===== src/rtl/h2s_pkg.sv =====
package h2s_pkg;

  // Kind of value an incoming half operand encodes
  typedef enum logic [2:0] {
    VK_ZERO,
    VK_SUBN,
    VK_NORM,
    VK_INF,
    VK_NAN
  } val_kind_t;

endpackage


===== src/rtl/h2s_lzc.sv =====
// Leading-zero counter for a W-bit field; all-zero input yields W.
module h2s_lzc #(
  parameter int W   = 10,
  localparam int CW = $clog2(W + 1)
) (
  input  logic [W-1:0]  vec,
  output logic [CW-1:0] zeros
);

  logic [W:0] seen;   // seen[i]: a one exists at or above bit W-i
  logic [CW-1:0] cnt_part [W+1];

  assign seen[0]     = 1'b0;
  assign cnt_part[0] = '0;

  genvar g;
  generate
    for (g = 0; g < W; g++) begin : g_scan
      assign seen[g+1]     = seen[g] | vec[W-1-g];
      assign cnt_part[g+1] = cnt_part[g] + ((seen[g+1]) ? CW'(0) : CW'(1));
    end
  endgenerate

  assign zeros = cnt_part[W];

endmodule


===== src/rtl/h2s_classify.sv =====
// Sorts a half operand into zero / subnormal / normal / inf / nan.
module h2s_classify
  import h2s_pkg::*;
#(
  parameter int HE = 5,
  parameter int HF = 10
) (
  input  logic [HE-1:0] exp_f,
  input  logic [HF-1:0] frac_f,
  input  logic          ext_mode,
  output val_kind_t     kind
);

  logic exp_zero, exp_full, frac_zero;

  assign exp_zero  = (exp_f == '0);
  assign exp_full  = (exp_f == '1);
  assign frac_zero = (frac_f == '0);

  always_comb begin
    if (exp_zero)
      kind = frac_zero ? VK_ZERO : VK_SUBN;
    else if (exp_full && !ext_mode)
      kind = frac_zero ? VK_INF : VK_NAN;
    else
      kind = VK_NORM;
  end

endmodule


===== src/rtl/h2s_assemble.sv =====
// Builds the wide word from the classified fields.
module h2s_assemble
  import h2s_pkg::*;
#(
  parameter int HE  = 5,
  parameter int HF  = 10,
  parameter int SE  = 8,
  parameter int SF  = 23,
  localparam int CW = $clog2(HF + 1),
  localparam int PAD = SF - HF,
  localparam int BIAS_DELTA = ((2 ** (SE - 1)) - 1) - ((2 ** (HE - 1)) - 1)
) (
  input  logic          sign_f,
  input  logic [HE-1:0] exp_f,
  input  logic [HF-1:0] frac_f,
  input  val_kind_t     kind,
  input  logic [CW-1:0] lead_z,
  output logic [SE+SF:0] word,
  output logic          sig_nan
);

  localparam logic [SE-1:0] BIAS_V = SE'(BIAS_DELTA);
  localparam logic [HF-1:0] QUIET  = {1'b1, {(HF-1){1'b0}}};

  logic [SE-1:0] exp_o;
  logic [HF-1:0] frac_top;
  logic [HF-1:0] sub_frac;
  logic [SF-1:0] frac_o;

  // Drop the leading one by shifting one past the zeros
  assign sub_frac = frac_f << (lead_z + CW'(1));

  always_comb begin
    exp_o    = '0;
    frac_top = '0;
    sig_nan  = 1'b0;
    unique case (kind)
      VK_ZERO: begin
        exp_o    = '0;
        frac_top = '0;
      end
      VK_SUBN: begin
        exp_o    = BIAS_V - SE'(lead_z);
        frac_top = sub_frac;
      end
      VK_NORM: begin
        exp_o    = SE'(exp_f) + BIAS_V;
        frac_top = frac_f;
      end
      VK_INF: begin
        exp_o    = '1;
        frac_top = '0;
      end
      VK_NAN: begin
        exp_o    = '1;
        frac_top = frac_f | QUIET;
        sig_nan  = ~frac_f[HF-1];
      end
      default: begin
        exp_o    = '0;
        frac_top = '0;
      end
    endcase
  end

  generate
    if (PAD > 0) begin : g_pad
      assign frac_o = {frac_top, {PAD{1'b0}}};
    end else begin : g_nopad
      assign frac_o = frac_top[HF-1 -: SF];
    end
  endgenerate

  assign word = {sign_f, exp_o, frac_o};

endmodule


===== src/rtl/half_to_single_widen.sv =====
module half_to_single_widen
  import h2s_pkg::*;
#(
  parameter int HE  = 5,
  parameter int HF  = 10,
  parameter int SE  = 8,
  parameter int SF  = 23,
  localparam int HW = 1 + HE + HF,
  localparam int SW = 1 + SE + SF,
  localparam int CW = $clog2(HF + 1)
) (
  input  logic          clk,
  input  logic          rst,
  input  logic          in_valid,
  input  logic [HW-1:0] half_in,
  input  logic          alt_fmt,
  output logic          out_valid,
  output logic [SW-1:0] single_out,
  output logic          invalid_op
);

  logic          h_sign;
  logic [HE-1:0] h_exp;
  logic [HF-1:0] h_frac;
  val_kind_t     h_kind;
  logic [CW-1:0] h_lz;
  logic [SW-1:0] w_next;
  logic          inv_next;

  assign h_sign = half_in[HW-1];
  assign h_exp  = half_in[HF +: HE];
  assign h_frac = half_in[HF-1:0];

  h2s_classify #(.HE(HE), .HF(HF)) u_cls (
    .exp_f    (h_exp),
    .frac_f   (h_frac),
    .ext_mode (alt_fmt),
    .kind     (h_kind)
  );

  h2s_lzc #(.W(HF)) u_lzc (
    .vec   (h_frac),
    .zeros (h_lz)
  );

  h2s_assemble #(.HE(HE), .HF(HF), .SE(SE), .SF(SF)) u_asm (
    .sign_f  (h_sign),
    .exp_f   (h_exp),
    .frac_f  (h_frac),
    .kind    (h_kind),
    .lead_z  (h_lz),
    .word    (w_next),
    .sig_nan (inv_next)
  );

  always_ff @(posedge clk) begin
    if (rst) begin
      out_valid  <= 1'b0;
      single_out <= '0;
      invalid_op <= 1'b0;
    end else begin
      out_valid <= in_valid;
      if (in_valid) begin
        single_out <= w_next;
        invalid_op <= inv_next;
      end
    end
  end

endmodule


===== config.mk =====
export PLATFORM = sky130hd
export DESIGN_NAME = half_to_single_widen
export DESIGN_NICKNAME = d
export VERILOG_FILES = /design/src/rtl/h2s_pkg.sv /design/src/rtl/h2s_lzc.sv /design/src/rtl/h2s_classify.sv /design/src/rtl/h2s_assemble.sv /design/src/rtl/half_to_single_widen.sv
export SDC_FILE = /design/constraint.sdc
export NUM_CORES = 1
export LEC_CHECK = 0
export BUFFER_PORTS_ARGS = -buffer_cell sky130_fd_sc_hd__buf_4
export CORE_ASPECT_RATIO = 0.8
export CORE_MARGIN = 3
export CORE_UTILIZATION = 50
export CTS_BUF_LIST = sky130_fd_sc_hd__clkbuf_8
export CTS_CLUSTER_DIAMETER = 120
export CTS_CLUSTER_SIZE = 20
export DETAILED_ROUTE_END_ITERATION = 8
export PLACE_DENSITY = 0.77
export SYNTH_ARGS = -nofsm -noshare
export SYNTH_HDL_FRONTEND = slang
export SYNTH_SLANG_ARGS = --single-unit

===== constraint.sdc =====
create_clock -name clk -period 7.3 [get_ports clk]
set_input_delay 0.73 -clock clk [delete_from_list [all_inputs] [get_ports clk]]
set_output_delay 0.73 -clock clk [all_outputs]
set_load 0.1 [all_outputs]

**After elaboration in Yosys (flattened, before gate mapping)**

Index checks and enable logic that the tools add are counted.
W data, S select, Z words.

- Bits in registers: 21
- Memory bits (writable): 0
- Memories kept: 0
- Latch bits: 0
- ROM bits: 0

- Multiplexer cells: 17
- Add/sub/neg operators: 12
- Div/mod/pow operators: 0
- Multiply operators: 0
- Shift-type cells: 1
- Reduce and logical (&&, ||, !) cells: 5
- $lt $le $gt $ge: 0
- Equal/unequal tests: 5
- Bitwise gates (word level): 10

Operators by type and width:

| cell | count |
|---|---|
| $add A4 B4 Y4 | 8 |
| $pmux W10 S3 | 1 |
| $pmux W8 S3 | 1 |
| $mux W1 | 12 |
| $logic_not A10 Y1 | 1 |
| $shl A10 B4 Y10 | 1 |
| $mux W3 | 3 |
| $or A1 B1 Y1 | 9 |
| $add A5 B7 Y8 const B | 1 |
| $sub A7 B4 Y8 const A | 1 |
| $eq A3 B2 Y1 const B | 2 |
| $eq A5 B5 Y1 const B | 1 |
| $logic_not A5 Y1 | 1 |
| $add A4 B1 Y4 | 1 |
| $add A4 B1 Y4 const B | 1 |
| $eq A3 B1 Y1 const B | 1 |
| $eq A3 B3 Y1 const B | 1 |
| $reduce_or A2 Y1 | 1 |
| $logic_and A1 B1 Y1 | 1 |
| $logic_not A1 Y1 | 1 |
| $not A1 Y1 | 1 |

**Longest topological paths before layout**

- Depth after elaboration: 14
- Gate-level depth with buffers: 20
- Depth with buffers taken out: 17

**Hierarchy**

From an unflattened synthesis, not the netlist that was laid out.

- Cells, all modules: 276
- Area, all modules: 2413.6 µm²

By module, submodules not included:

| module | times used | cells each | area an instance (µm²) | sequential area each (µm²) |
|---|---|---|---|---|
| half_to_single_widen | 1 | 109 | 1229.9 | 680.7 |
| h2s_assemble | 1 | 123 | 842.1 | 0.0 |
| h2s_lzc | 1 | 32 | 264.0 | 0.0 |
| h2s_classify | 1 | 12 | 77.6 | 0.0 |

**Worst setup path after synthesis**

No wires, ideal clock.

- Kind: in2reg
- Start point: input port half_in[7]
- End point: register single_out[19]
- Arrival time: 5747 ps
- Path buffers: 3
- Setup slack: 1435 ps
- Data required time: 7182 ps
- Stages on the path: 20
- Path through: or4_1 buf_2 or4_4 clkinv_2 fa_1 inv_1 fa_1 inv_1 fa_1 ha_1 fa_1 ha_1 clkbuf_1 buf_1 mux2i_1 o2bb2ai_1 nand2_1 o21ai_0 a22o_1 a22o_1

- Word-level cells in the longest chain between the ends: 13

RTL lines:

| what | RTL line | RTL |
|---|---|---|
| start: declaration | half_to_single_widen.sv:15 | `input logic [HW-1:0] half_in,` |
| $or A1 B1 Y1 | h2s_lzc.sv:19 | `assign seen[g+1] = seen[g] \| vec[W-1-g];` |
| $mux W1 / $or A1 B1 Y1 (equally long branches) | h2s_lzc.sv:20, h2s_lzc.sv:19 |  |
| $add A4 B4 Y4 (tied with other cells) (6 in a row) | h2s_lzc.sv:20 | `assign cnt_part[g+1] = cnt_part[g] + ((seen[g+1]) ? CW'(0) : CW'(1));` |
| $add A4 B4 Y4 / $mux W1 (equally long branches) | h2s_lzc.sv:20 |  |
| $add A4 B1 Y4 | h2s_lzc.sv:20 |  |
| $add A4 B1 Y4 | h2s_assemble.sv:31 | `assign sub_frac = frac_f << (lead_z + CW'(1));` |
| $shl A10 B4 Y10 | h2s_assemble.sv:31 |  |
| $pmux W10 S3 * | h2s_assemble.sv:37 | `unique case (kind)` |
| end signal: assignment | half_to_single_widen.sv:64 | `single_out <= w_next;` |
| end: declaration | half_to_single_widen.sv:18 | `output logic [SW-1:0] single_out,` |

Mark *: on every way between the ends. The rest lies on a longest branch, timed or not.
A chain may end at the register's enable or synchronous reset.

**Worst setup path after layout**

- Start point: input port half_in[7]
- End point: register single_out[21]

Same word-level chain as after synthesis.

==> impl_metrics.xml <==
<?xml version="1.0" encoding="UTF-8"?>
<metrics>
  <group name="floorplan">
    <metric name="rows" unit="">17</metric>
    <metric name="die_height" unit="um">56.6</metric>
    <metric name="die_area" unit="mm2">0.00392</metric>
    <metric name="core" unit="mm2">0.00289</metric>
    <metric name="start_util" unit="%">55.3</metric>
    <metric name="floorplan.die.width" unit="um">69.2</metric>
    <metric name="top_level_ports" unit="">54</metric>
  </group>
  <group name="detailed_routing">
    <metric name="vias_per_cell" unit="">5.51</metric>
    <metric name="per_cell_routed_wire_length" unit="um">14.0</metric>
    <metric name="num_vias" unit="">1505</metric>
    <metric name="postRouteAntennaNets" unit="">0</metric>
    <metric name="firstDrtPassIters" unit="">4</metric>
    <metric name="finalWirelength" unit="mm">3.82</metric>
    <metric name="remaining_drcs" unit="">0</metric>
    <metric name="drt_iter0_drc" unit="">111</metric>
  </group>
  <group name="synthesis">
    <metric name="synth_compound_gate_area_share" unit="%">18.5</metric>
    <metric name="synth_simple_gate_area_share" unit="%">23.3</metric>
    <metric name="synthDistinctLibCells" unit="">44</metric>
    <metric name="synthesis.area_per_instance" unit="um2">7.88</metric>
    <metric name="post_synthesis_cell_area" unit="mm2">0.00160</metric>
    <metric name="syn-instance-count" unit="">203</metric>
    <metric name="number_of_warning_messages_in_the_yosys_log" unit="">0</metric>
    <metric name="ys_ff_latch" unit="">20</metric>
    <metric name="post_synth_xor_area_fraction" unit="%">2.19</metric>
    <metric name="synthMuxAreaShare" unit="%">9.15</metric>
    <metric name="synth-seq-area-share" unit="%">25.0</metric>
    <metric name="synth_adder_area_share" unit="%">10.2</metric>
    <metric name="largest_family_of_logic_cells_by_synthesized_area" unit="">simple AND/OR/NAND/NOR gates</metric>
  </group>
  <group name="pwr">
    <metric name="power.leakage" unit="uW">0.000856</metric>
    <metric name="power.combinational.fraction" unit="%">49.0</metric>
    <metric name="internal-power" unit="uW">217</metric>
    <metric name="power_density" unit="mW/mm2">207</metric>
    <metric name="sw_frac_of_total" unit="%">44.9</metric>
    <metric name="power_frac_clock" unit="%">20.7</metric>
    <metric name="power.switching" unit="uW">176</metric>
    <metric name="proportion_of_power_drawn_by_flip_flops_and_latches" unit="%">30.2</metric>
    <metric name="ir_drop" unit="mV">0.135</metric>
  </group>
  <group name="place">
    <metric name="place.port_buffers" unit="">40</metric>
    <metric name="dpl-instance-area" unit="mm2">0.00185</metric>
    <metric name="detailedPlacementHpwl" unit="mm">3.05</metric>
    <metric name="routabilityCongestion" unit="">0.934</metric>
  </group>
  <group name="cts">
    <metric name="cts.reportedPaths.clkPinSlew" unit="ps">70</metric>
    <metric name="maximum_count_of_clock_buffers_along_a_single_path" unit="">2</metric>
    <metric name="cts_tree" unit="">done</metric>
    <metric name="tritoncts_num_sinks" unit="">20</metric>
    <metric name="clk_root_buffer_cell" unit="">sky130_fd_sc_hd__clkbuf_8</metric>
    <metric name="clock_tree.htree_level_count" unit="">1</metric>
    <metric name="post-cts-setup-buffer-count" unit="">0</metric>
    <metric name="post_cts_resize_count" unit="">0</metric>
    <metric name="clkLatencyLatePin" unit="ps">250</metric>
    <metric name="cts_buffers" unit="">3</metric>
    <metric name="hold_buffers" unit="">0</metric>
  </group>
  <group name="setup_path">
    <metric name="timing.reg2reg.worst_path_depth" unit="">4</metric>
    <metric name="crit_path_top_delay_cell" unit="">sky130_fd_sc_hd__ha_1</metric>
    <metric name="cp_data_arrival_time" unit="ps">6210</metric>
    <metric name="critPathMaxFanout" unit="">16</metric>
    <metric name="crit_path_end_kind" unit="">register</metric>
    <metric name="regToRegStartpoint" unit="">single_out[22]</metric>
    <metric name="worstPathRequired" unit="ps">7440</metric>
    <metric name="worst_path_most_repeated_cell" unit="">sky130_fd_sc_hd__fa_1</metric>
    <metric name="critPathMaxStageDelay" unit="ps">700</metric>
    <metric name="reg2reg_setup_slack" unit="ps">6240</metric>
    <metric name="crit-reg2reg-capture" unit="">single_out[22]</metric>
    <metric name="kind_of_launch_point_of_the_worst_setup_path" unit="">input port</metric>
    <metric name="worst-setup-path-type" unit="">input port to register</metric>
    <metric name="critical_path.cell_chain" unit="">buf_4 &gt; or4_1 &gt; or4_4 &gt; clkinv_2 &gt; fa_1 &gt; inv_1 &gt; fa_1 &gt; inv_1 &gt; fa_1 &gt; ha_1 &gt; fa_1 &gt; ha_1 &gt; mux2_2 &gt; nand2_1 &gt; o21ai_0 &gt; mux2_2 &gt; a221oi_1 &gt; a211oi_1</metric>
  </group>
  <group name="sta">
    <metric name="total_negative_slack_for_setup_checks" unit="ps">0</metric>
    <metric name="max_slew.worst_pin.slew" unit="ps">881</metric>
    <metric name="clock.fmax" unit="MHz">165</metric>
    <metric name="finClkSkew" unit="ps">0</metric>
    <metric name="timing.max_slew.rel_slack" unit="%">41.1</metric>
    <metric name="final.period_utilization" unit="%">83.2</metric>
    <metric name="post-route-min-period" unit="ps">6080</metric>
    <metric name="rsz_0062_raised_after_global_routing" unit="">no</metric>
    <metric name="report.final.hold_viol_count" unit="">0</metric>
    <metric name="timing.final.max_slew_violations" unit="">0</metric>
    <metric name="setup_violations" unit="">0</metric>
  </group>
  <group name="global_route">
    <metric name="grt_overflow" unit="">0</metric>
    <metric name="grt_max_degree" unit="">20</metric>
    <metric name="gr-usage-all-layers" unit="%">19.3</metric>
    <metric name="vias_in_the_first_global_route" unit="">1399</metric>
    <metric name="antenna_found_initial" unit="">0</metric>
    <metric name="grt_pass1_wl" unit="mm">6.26</metric>
  </group>
  <group name="job">
    <metric name="maxCapViolations" unit="">0</metric>
  </group>
  <group name="layout">
    <metric name="fin_area" unit="mm2">0.00190</metric>
    <metric name="multi_input_comb_area" unit="mm2">0.00106</metric>
    <metric name="highest_count_cells_in_the_layout_ignoring_fill_and_taps" unit="">40 x sky130_fd_sc_hd__buf_4, 23 x sky130_fd_sc_hd__nor2_1, 21 x sky130_fd_sc_hd__nand2_1, 20 x sky130_fd_sc_hd__dfxtp_1</metric>
    <metric name="flow.area_growth_from_synthesis" unit="%">19.0</metric>
    <metric name="area.sequential" unit="um2">400</metric>
    <metric name="final_core_util" unit="%">65.8</metric>
    <metric name="most_common_cell_after_layout_fill_and_taps_aside" unit="">sky130_fd_sc_hd__buf_4</metric>
    <metric name="final_net_count" unit="">266</metric>
    <metric name="filler_cell_count" unit="">288</metric>
    <metric name="final_layout_size_suffix_gt1_share" unit="%">22.6</metric>
    <metric name="insertedDiodeCount" unit="">0</metric>
  </group>
  <group name="worst_hold_path">
    <metric name="hold-path-cell-count" unit="">2</metric>
    <metric name="holdCritPathClass" unit="">register to register</metric>
    <metric name="timing.hold.worst.start" unit="">single_out[15]</metric>
    <metric name="hold_path_end" unit="">single_out[15]</metric>
  </group>
  <group name="outcome">
    <metric name="outcome" unit="">completed</metric>
  </group>
</metrics>
registers in the layout (all words and copies together) (netlist names):
register,flops
invalid_op,1
out_valid,1
single_out,18
power by group through the flow:
stage	clock network (uW)	registers (uW)	logic, uW
2_1_floorplan	0	167	114
3_5_place_dp	0	121	191
6_report	81.5	119	193
3_3_place_gp	0	121	190
5_1_grt	88.0	120	204
4_1_cts	83.1	119	192
critical path, delay by kind of cell:
kind | cells | cell delay [ps]
compound gates | 3 | 450
simple gates | 3 | 1300
fa+ha+maj | 6 | 2650
mux | 2 | 690
buf+inv | 4 | 390
synth_stat cells:
| cell type | count | area, um2 |
|---|---|---|
| sky130_fd_sc_hd__a211oi_1 | 6 | 45.0 |
| sky130_fd_sc_hd__a21oi_1 | 13 | 65.1 |
| sky130_fd_sc_hd__a21oi_2 | 1 | 8.76 |
| sky130_fd_sc_hd__a221o_1 | 1 | 10.0 |
| sky130_fd_sc_hd__a221oi_1 | 1 | 8.76 |
| sky130_fd_sc_hd__a22o_1 | 5 | 43.8 |
| sky130_fd_sc_hd__a22oi_1 | 4 | 30.0 |
| sky130_fd_sc_hd__a2bb2oi_1 | 1 | 8.76 |
| sky130_fd_sc_hd__a31oi_1 | 2 | 12.5 |
| sky130_fd_sc_hd__and2_1 | 2 | 12.5 |
| sky130_fd_sc_hd__and2_4 | 1 | 8.76 |
| sky130_fd_sc_hd__buf_1 | 2 | 7.51 |
| sky130_fd_sc_hd__buf_2 | 1 | 5.00 |
| sky130_fd_sc_hd__buf_4 | 14 | 105 |
| sky130_fd_sc_hd__clkbuf_1 | 7 | 26.3 |
| sky130_fd_sc_hd__clkinv_2 | 1 | 5.00 |
| sky130_fd_sc_hd__conb_1 | 1 | 3.75 |
| sky130_fd_sc_hd__dfxtp_1 | 20 | 400 |
| sky130_fd_sc_hd__fa_1 | 5 | 100 |
| sky130_fd_sc_hd__ha_1 | 5 | 62.6 |
| sky130_fd_sc_hd__inv_1 | 9 | 33.8 |
| sky130_fd_sc_hd__mux2_2 | 3 | 33.8 |
| sky130_fd_sc_hd__mux2i_1 | 9 | 90.1 |
| sky130_fd_sc_hd__mux4_2 | 1 | 22.5 |
| sky130_fd_sc_hd__nand2_1 | 21 | 78.8 |
| sky130_fd_sc_hd__nand2b_1 | 3 | 18.8 |
| sky130_fd_sc_hd__nand3_1 | 3 | 15.0 |
| sky130_fd_sc_hd__nand4_1 | 2 | 12.5 |
| sky130_fd_sc_hd__nor2_1 | 23 | 86.3 |
| sky130_fd_sc_hd__nor2b_1 | 4 | 25.0 |
| sky130_fd_sc_hd__nor3_1 | 8 | 40.0 |
| sky130_fd_sc_hd__nor3b_1 | 2 | 15.0 |
| sky130_fd_sc_hd__nor4_1 | 2 | 12.5 |
| sky130_fd_sc_hd__nor4b_1 | 1 | 8.76 |
| sky130_fd_sc_hd__o211ai_1 | 1 | 7.51 |
| sky130_fd_sc_hd__o21a_1 | 1 | 7.51 |
| sky130_fd_sc_hd__o21ai_0 | 6 | 30.0 |
| sky130_fd_sc_hd__o2bb2ai_1 | 2 | 17.5 |
| sky130_fd_sc_hd__or2_2 | 1 | 6.26 |
| sky130_fd_sc_hd__or3_1 | 1 | 6.26 |
| sky130_fd_sc_hd__or4_1 | 2 | 15.0 |
| sky130_fd_sc_hd__or4_4 | 1 | 11.3 |
| sky130_fd_sc_hd__xnor2_1 | 3 | 26.3 |
| sky130_fd_sc_hd__xor2_1 | 1 | 8.76 |
cells by family after synthesis:
logic type / Yosys count
adders and majority gates: 10
buffers and inverters: 34
xor gates and xnor gates: 4
DFF: 20
other: 1
AOI/OAI and AO/OA: 44
and+or+nand+nor: 77
muxes: 13
layer usage:
layer | part of all wire (%) | wire length (um) | GRT usage (%) | vias up
met1 | 47 | 1780 | 26.0 | 696
met2 | 45 | 1720 | 31.4 | 55
met3 | 7.4 | 281 | 5.19 | 4
li1 | - | - | - | 750
met4 | 0.97 | 37 | 3.06 | 0
met5 | 0 | 0 | 0 | -
per-stage QoR:
| step | hold WS [ps] | total power [uW] | setup slack (ps) | instances |
|---|---|---|---|---|
| 2_1_floorplan | 802 | 281 | 1440 | 215 |
| 3_3_place_gp | 427 | 311 | 1050 | 269 |
| 3_5_place_dp | 430 | 313 | 966 | 269 |
| 4_1_cts | 440 | 394 | 1230 | 273 |
| 5_1_grt | 467 | 412 | 1030 | 273 |
| 6_report | 437 | 393 | 1220 | 273 |
how the worst max path moves through the flow:
stage                     from        endpoint  depth (start not counted)
floorplan           half_in[7]  single_out[19]                         20
global placement    half_in[7]  single_out[21]                         18
detailed placement  half_in[7]  single_out[21]                         18
CTS                 half_in[7]  single_out[21]                         18
global route        half_in[7]  single_out[21]                         18
finish              half_in[7]  single_out[21]                         18
cell type report:
cell class / count / share of cell area [%]
Clock buffer: 4 / 2.89
Sequential cell: 20 / 21.0
Multi-Input combinational cell: 161 / 55.8
Inverter: 10 / 2.04
Timing Repair Buffer: 40 / 15.8
Tap cell: 38 / 2.50
No activity file was read; power rests on OpenSTA's default activity.
